===== src/rtl/sbus_rx_pkg.sv =====
package sbus_rx_pkg;
    typedef enum logic [2:0] {
        SBR_IDLE,
        SBR_START,
        SBR_DATA,
        SBR_PARITY,
        SBR_STOP1,
        SBR_STOP2
    } sbr_state_e;
endpackage


===== src/rtl/sbus_rx_sync.sv =====
module sbus_rx_sync #(
    parameter int STAGES = 2
) (
    input  logic clk,
    input  logic rst_n,
    input  logic d_in,
    output logic d_out
);
    logic [STAGES-1:0] chain_q;

    always_ff @(posedge clk or negedge rst_n) begin
        if (!rst_n) chain_q <= '1;
        else        chain_q <= {chain_q[STAGES-2:0], d_in};
    end

    assign d_out = chain_q[STAGES-1];
endmodule


===== src/rtl/sbus_rx_timer.sv =====
module sbus_rx_timer #(
    parameter int BIT_CLKS = 16
) (
    input  logic clk,
    input  logic rst_n,
    input  logic clr,
    input  logic half,
    output logic hit
);
    localparam int HALF_CLKS = BIT_CLKS / 2;
    localparam int CNT_W     = (BIT_CLKS > 2) ? $clog2(BIT_CLKS) : 1;

    logic [CNT_W-1:0] cnt_q;

    assign hit = half ? (cnt_q == CNT_W'(HALF_CLKS - 1))
                      : (cnt_q == CNT_W'(BIT_CLKS - 1));

    always_ff @(posedge clk or negedge rst_n) begin
        if (!rst_n)          cnt_q <= '0;
        else if (clr || hit) cnt_q <= '0;
        else                 cnt_q <= cnt_q + 1'b1;
    end
endmodule


===== src/rtl/sbus_rx.sv =====
module sbus_rx
    import sbus_rx_pkg::*;
#(
    parameter int CLK_HZ    = 1_600_000,
    parameter int BAUD      = 100_000,
    parameter int DATA_BITS = 8
) (
    input  logic                 clk,
    input  logic                 rst_n,
    input  logic                 en,
    input  logic                 rx_in,
    output logic [DATA_BITS-1:0] rx_byte,
    output logic                 rx_valid,
    output logic                 par_err,
    output logic                 frm_err
);
    localparam int BIT_CLKS = CLK_HZ / BAUD;
    localparam int IDX_W    = (DATA_BITS > 1) ? $clog2(DATA_BITS) : 1;

    sbr_state_e           state_q, state_d;
    logic                 rx_s, rx_q, fall;
    logic                 tick;
    logic [DATA_BITS-1:0] shreg_q;
    logic [IDX_W-1:0]     idx_q;
    logic                 par_acc_q;
    logic                 stop_bad_q;

    sbus_rx_sync #(.STAGES(2)) u_sync (
        .clk   (clk),
        .rst_n (rst_n),
        .d_in  (rx_in),
        .d_out (rx_s)
    );

    sbus_rx_timer #(.BIT_CLKS(BIT_CLKS)) u_timer (
        .clk   (clk),
        .rst_n (rst_n),
        .clr   ((state_q == SBR_IDLE) || !en),
        .half  (state_q == SBR_START),
        .hit   (tick)
    );

    always_ff @(posedge clk or negedge rst_n) begin
        if (!rst_n) rx_q <= 1'b1;
        else        rx_q <= rx_s;
    end

    assign fall = rx_q && !rx_s;

    // state register
    always_ff @(posedge clk or negedge rst_n) begin
        if (!rst_n)   state_q <= SBR_IDLE;
        else if (!en) state_q <= SBR_IDLE;
        else          state_q <= state_d;
    end

    // next state
    always_comb begin
        state_d = state_q;
        unique case (state_q)
            SBR_IDLE:   if (fall) state_d = SBR_START;
            SBR_START:  if (tick) state_d = rx_s ? SBR_IDLE : SBR_DATA;
            SBR_DATA:   if (tick && idx_q == IDX_W'(DATA_BITS - 1)) state_d = SBR_PARITY;
            SBR_PARITY: if (tick) state_d = SBR_STOP1;
            SBR_STOP1:  if (tick) state_d = SBR_STOP2;
            SBR_STOP2:  if (tick) state_d = SBR_IDLE;
            default:    state_d = SBR_IDLE;
        endcase
    end

    // shift and check datapath
    always_ff @(posedge clk or negedge rst_n) begin
        if (!rst_n) begin
            shreg_q    <= '0;
            idx_q      <= '0;
            par_acc_q  <= 1'b0;
            stop_bad_q <= 1'b0;
        end else if (state_q == SBR_IDLE) begin
            idx_q      <= '0;
            par_acc_q  <= 1'b0;
            stop_bad_q <= 1'b0;
        end else if (tick) begin
            if (state_q == SBR_DATA) begin
                shreg_q   <= {rx_s, shreg_q[DATA_BITS-1:1]};
                idx_q     <= idx_q + 1'b1;
                par_acc_q <= par_acc_q ^ rx_s;
            end
            if (state_q == SBR_PARITY) par_acc_q  <= par_acc_q ^ rx_s;
            if (state_q == SBR_STOP1)  stop_bad_q <= !rx_s;
        end
    end

    // outputs
    always_ff @(posedge clk or negedge rst_n) begin
        if (!rst_n) begin
            rx_byte  <= '0;
            rx_valid <= 1'b0;
            par_err  <= 1'b0;
            frm_err  <= 1'b0;
        end else begin
            rx_valid <= 1'b0;
            par_err  <= 1'b0;
            frm_err  <= 1'b0;
            if (!en) begin
                rx_byte <= '0;
            end else if (state_q == SBR_STOP2 && tick) begin
                rx_valid <= 1'b1;
                rx_byte  <= shreg_q;
                par_err  <= par_acc_q;
                frm_err  <= stop_bad_q || !rx_s;
            end
        end
    end
endmodule


===== config.mk =====
export PLATFORM = sky130hd
export DESIGN_NAME = sbus_rx
export DESIGN_NICKNAME = d
export VERILOG_FILES = /design/src/rtl/sbus_rx_pkg.sv /design/src/rtl/sbus_rx_sync.sv /design/src/rtl/sbus_rx_timer.sv /design/src/rtl/sbus_rx.sv
export SDC_FILE = /design/constraint.sdc
export NUM_CORES = 1
export LEC_CHECK = 0
export ABC_AREA = 1
export ABC_CLOCK_PERIOD_IN_PS = 3800
export BUFFER_PORTS_ARGS = -buffer_cell sky130_fd_sc_hd__buf_2
export CORE_UTILIZATION = 55
export CTS_CLUSTER_DIAMETER = 50
export DETAILED_ROUTE_END_ITERATION = 8
export GPL_TIMING_DRIVEN = 0
export PLACE_DENSITY = 0.81
export SLEW_MARGIN = 20
export SYNTH_ARGS = -nofsm -noshare
export SYNTH_HDL_FRONTEND = slang
export SYNTH_SLANG_ARGS = --single-unit

===== constraint.sdc =====
create_clock -name clk -period 3.8 [get_ports clk]
set_clock_uncertainty 0.2 [all_clocks]
set_input_delay 0.57 -clock clk [delete_from_list [all_inputs] [get_ports clk]]
set_output_delay 0.57 -clock clk [all_outputs]
set_load 0.02 [all_outputs]

==> results by group <==
Worst setup path
  • Most used cell, CP: buf_6
  • Max incr delay on CP: 0.38 ns
  • Slowest CP cell: dfrtp_1
  • Endpoint class of the critical path: flop
  • Buf/Inv on CP: 2
  • Setup crit start kind: flop
  • Critical Path Fanout Max: 10
  • Worst setup path class: reg -> reg
  • Cells along the critical path: buf_6, nor3_1, nand3_2, buf_6, nand2_1, o21ai_2
  • Crit-path leading delay family: simple AND/OR/NAND/NOR gates
  • CP Data Arrival Time: 1.83 ns
  • CP Data Required Time: about 3.8 ns

Place
  • Gpl congestion: 0.921
  • Port Buf Inserts: 14
  • Post-detail-place hpwl: around 2.0 mm

Synth
  • Synth area leaders: dfrtp_1 51%, nand2_1 7.5%, nand3_1 5.3%
  • Post-synth top area cell: dfrtp_1
  • Synth top area share: 51.3%
  • Avg Inst Size Synth: 9.57 um2
  • Yosys reg bits: 34
  • Netlist cell types: 24
  • Cell count after synthesis: 158
  • Syn Nets: 165
  • Register area share after synthesis: 56.5%
  • Yosys warning count: 0
  • Mapped Area: 0.00151 mm2

Clocking
  • Worst-Skew Late Latency: 0.33 ns
  • Post-CTS Setup Bufs: 0
  • CTS sink count: 34
  • Post_cts resized: 0
  • Reg clk slew, reported paths: 0.10 ns
  • CTS Buf Count: 5
  • Longest Clk Path Bufs: 2
  • Htree depth: 2
  • Root buffer cell: clkbuf_4
  • CTS tree: built
  • Number of hold buffers added after CTS: 0

STA
  • Crit share post-route: 47.4%
  • WHS: roughly 0.077 ns
  • Setup TNS: 0 ns
  • Unrepaired setup endpoints after global routing: false
  • Fin. max-slew vios: 0
  • Post-route minimum period: roughly 1.8 ns
  • Slew HR: 52.0%
  • Least-Margin Pin Slew: 0.720 ns
  • Max Freq: 555 MHz
  • Final hold violations: 0
  • Final setup vio count: 0

Finish
  • Final layout net count: 186
  • Fraction of layout cells with a size suffix above 1: 25.6%
  • Antenna diodes: 0
  • Area Growth Syn to Fin: 10.5%
  • # fillers: 223

Detailed routing
  • Drt total wl: 2.77 mm
  • Vias per cell: between 5 and 6
  • Vias: 1103
  • TritonRoute pass-1 iters: 6
  • DRC violations left: 0
  • Per-cell routed wire length: roughly 13 um
  • First-iteration detailed-routing DRC count: 16
  • Antenna viol nets, final: 0

Floorplan
  • Core Region: 0.00254 mm2
  • Initial Util: 59.4%
  • Die Area: 0.00296 mm2
  • # IOs: 15
  • Cell Rows: 18
  • Die Span Y: between 50 and 60 um
  • DIE WIDTH: roughly 54 um

Power and ir drop
  • Clock power share: 21.0%
  • VDD IR-drop max: 325 uV
  • P_leak: 0.835 nW
  • Sequential Power Share: roughly 46%
  • Combinational Power Share: 33.0%
  • Sw Share: roughly two fifths
  • Pwr Density: 543 mW/mm2
  • Switching pwr: 347 uW
  • Internal power: 560 uW

Global route
  • Antenna violations before repair: 0
  • Grt ovf: 0
  • Largest net degree at the start of global routing: 35
  • Vias in the first global route: 1005
  • Gr usage total: 22.1%
  • First-pass GRT wire length: between 4 and 5 mm

Status
  • Outcome: completed

Hold path
  • Min-delay worst type: in -> async

Run
  • Max-Cap Viols: 0
power by group through the flow:
stage | Combinational, mW | Clock (mW) | Sequential (mW)
after floorplan | 0.239 | 0 | 0.420
after CTS | 0.299 | 0.199 | 0.418
after global placement | 0.292 | 0 | 0.424
after detailed placement | 0.298 | 0 | 0.425
after global routing | 0.338 | 0.212 | 0.423
final | 0.300 | 0.190 | 0.418
state kept, by name (all words and copies together) (netlist names):
signal / cells
frm_err: 1
idx_q: 3
par_acc_q: 1
par_err: 1
rx_byte: 8
rx_q: 1
rx_valid: 1
shreg_q: 8
state_q: 3
stop_bad_q: 1
u_sync.chain_q: 2
u_timer.cnt_q: 4
per-layer routing:
metal  vias to the layer above  GRT usage (%)  share of wire, %
met4                         0           8.97               1.4
met1                       512           29.3                49
li1                        562              -                 -
met5                         -              0                 0
met3                         5           6.94               4.3
met2                        24           33.5                46
worst paths after layout:
path	cells past startpoint	slack, ns	start	endpoint
setup / recovery	6	2.00	state_q[0]	shreg_q[7]
hold / removal	1	0.08	rst_n	u_timer.cnt_q[3]
setup reg to reg	6	2.00	state_q[0]	shreg_q[7]
hold reg to reg	0	0.16	u_sync.chain_q[0]	u_sync.chain_q[1]
max in group asynchronous	1	2.85	rst_n	rx_byte[1]
min in group clk	1	0.14	rx_in	u_sync.chain_q[0]
cells by family after synthesis:
kind of cell	after synthesis	share of synthesized area [%]
AOI/OAI and AO/OA	28	12.2
xor gates and xnor gates	1	0.580
adders and majority gates	3	2.48
buffers and inverters	21	6.21
DFF	34	56.5
and+or+nand+nor	71	22.0
worst reg2reg max path, delay by kind of cell (launching register included):
kind / cells / cell delay [ns]
AOI/OAI and AO/OA: 1 / 0.05
buffers and inverters: 2 / 0.36
DFF: 1 / 0.38
and+or+nand+nor: 3 / 0.71
cells in the mapped netlist:
cell and count:
a21oi_1 3, a21oi_2 2, and2_1 1, buf_6 2
clkbuf_1 1, dfrtp_1 31, dfstp_2 3, ha_1 3
inv_1 15, inv_2 3, nand2_1 30, nand2_2 2
nand3_1 16, nand3_2 2, nand4_1 1, nand4_4 1
nor2_1 14, nor2_2 1, nor3_1 3, o21ai_0 10
o21ai_1 3, o21ai_2 9, o21bai_1 1, xor2_1 1
layout make-up:
cell class / instances / area, um2 / area share, %
Tap cell: 30 / 37.5 / 2.25
Clock buffer: 6 / 41.3 / 2.47
Multi-Input combinational cell: 103 / 563 / 33.7
Buffer: 3 / 26.3 / 1.57
Timing Repair Buffer: 14 / 70.1 / 4.19
Clock inverter: 2 / 10.0 / 0.599
Sequential cell: 34 / 855 / 51.2
Inverter: 18 / 67.6 / 4.04
through the flow:
step | std cells | total power, mW | util [%] | instance area [um2] | setup WS (ns)
2_1_floorplan | 158 | 0.659 | - | 1510 | 2.21
3_3_place_gp | 202 | 0.717 | 63.6 | 1620 | 2.04
3_5_place_dp | 202 | 0.722 | 63.6 | 1620 | 2.03
4_1_cts | 210 | 0.916 | 65.6 | 1670 | 2.02
5_1_grt | 210 | 0.973 | 65.6 | 1670 | 1.90
6_report | 210 | 0.908 | 65.6 | 1670 | 2.00
layout by cell type (no fill, tap or decap), types with 5 or more instances in the layout:
cell type  instances
dfrtp_1           31
nand2_1           30
nand3_1           16
inv_1             15
nor2_1            14
buf_2             14
o21ai_0           10
o21ai_2            9
clkbuf_4           5
Power figures use the tool's default switching activity.
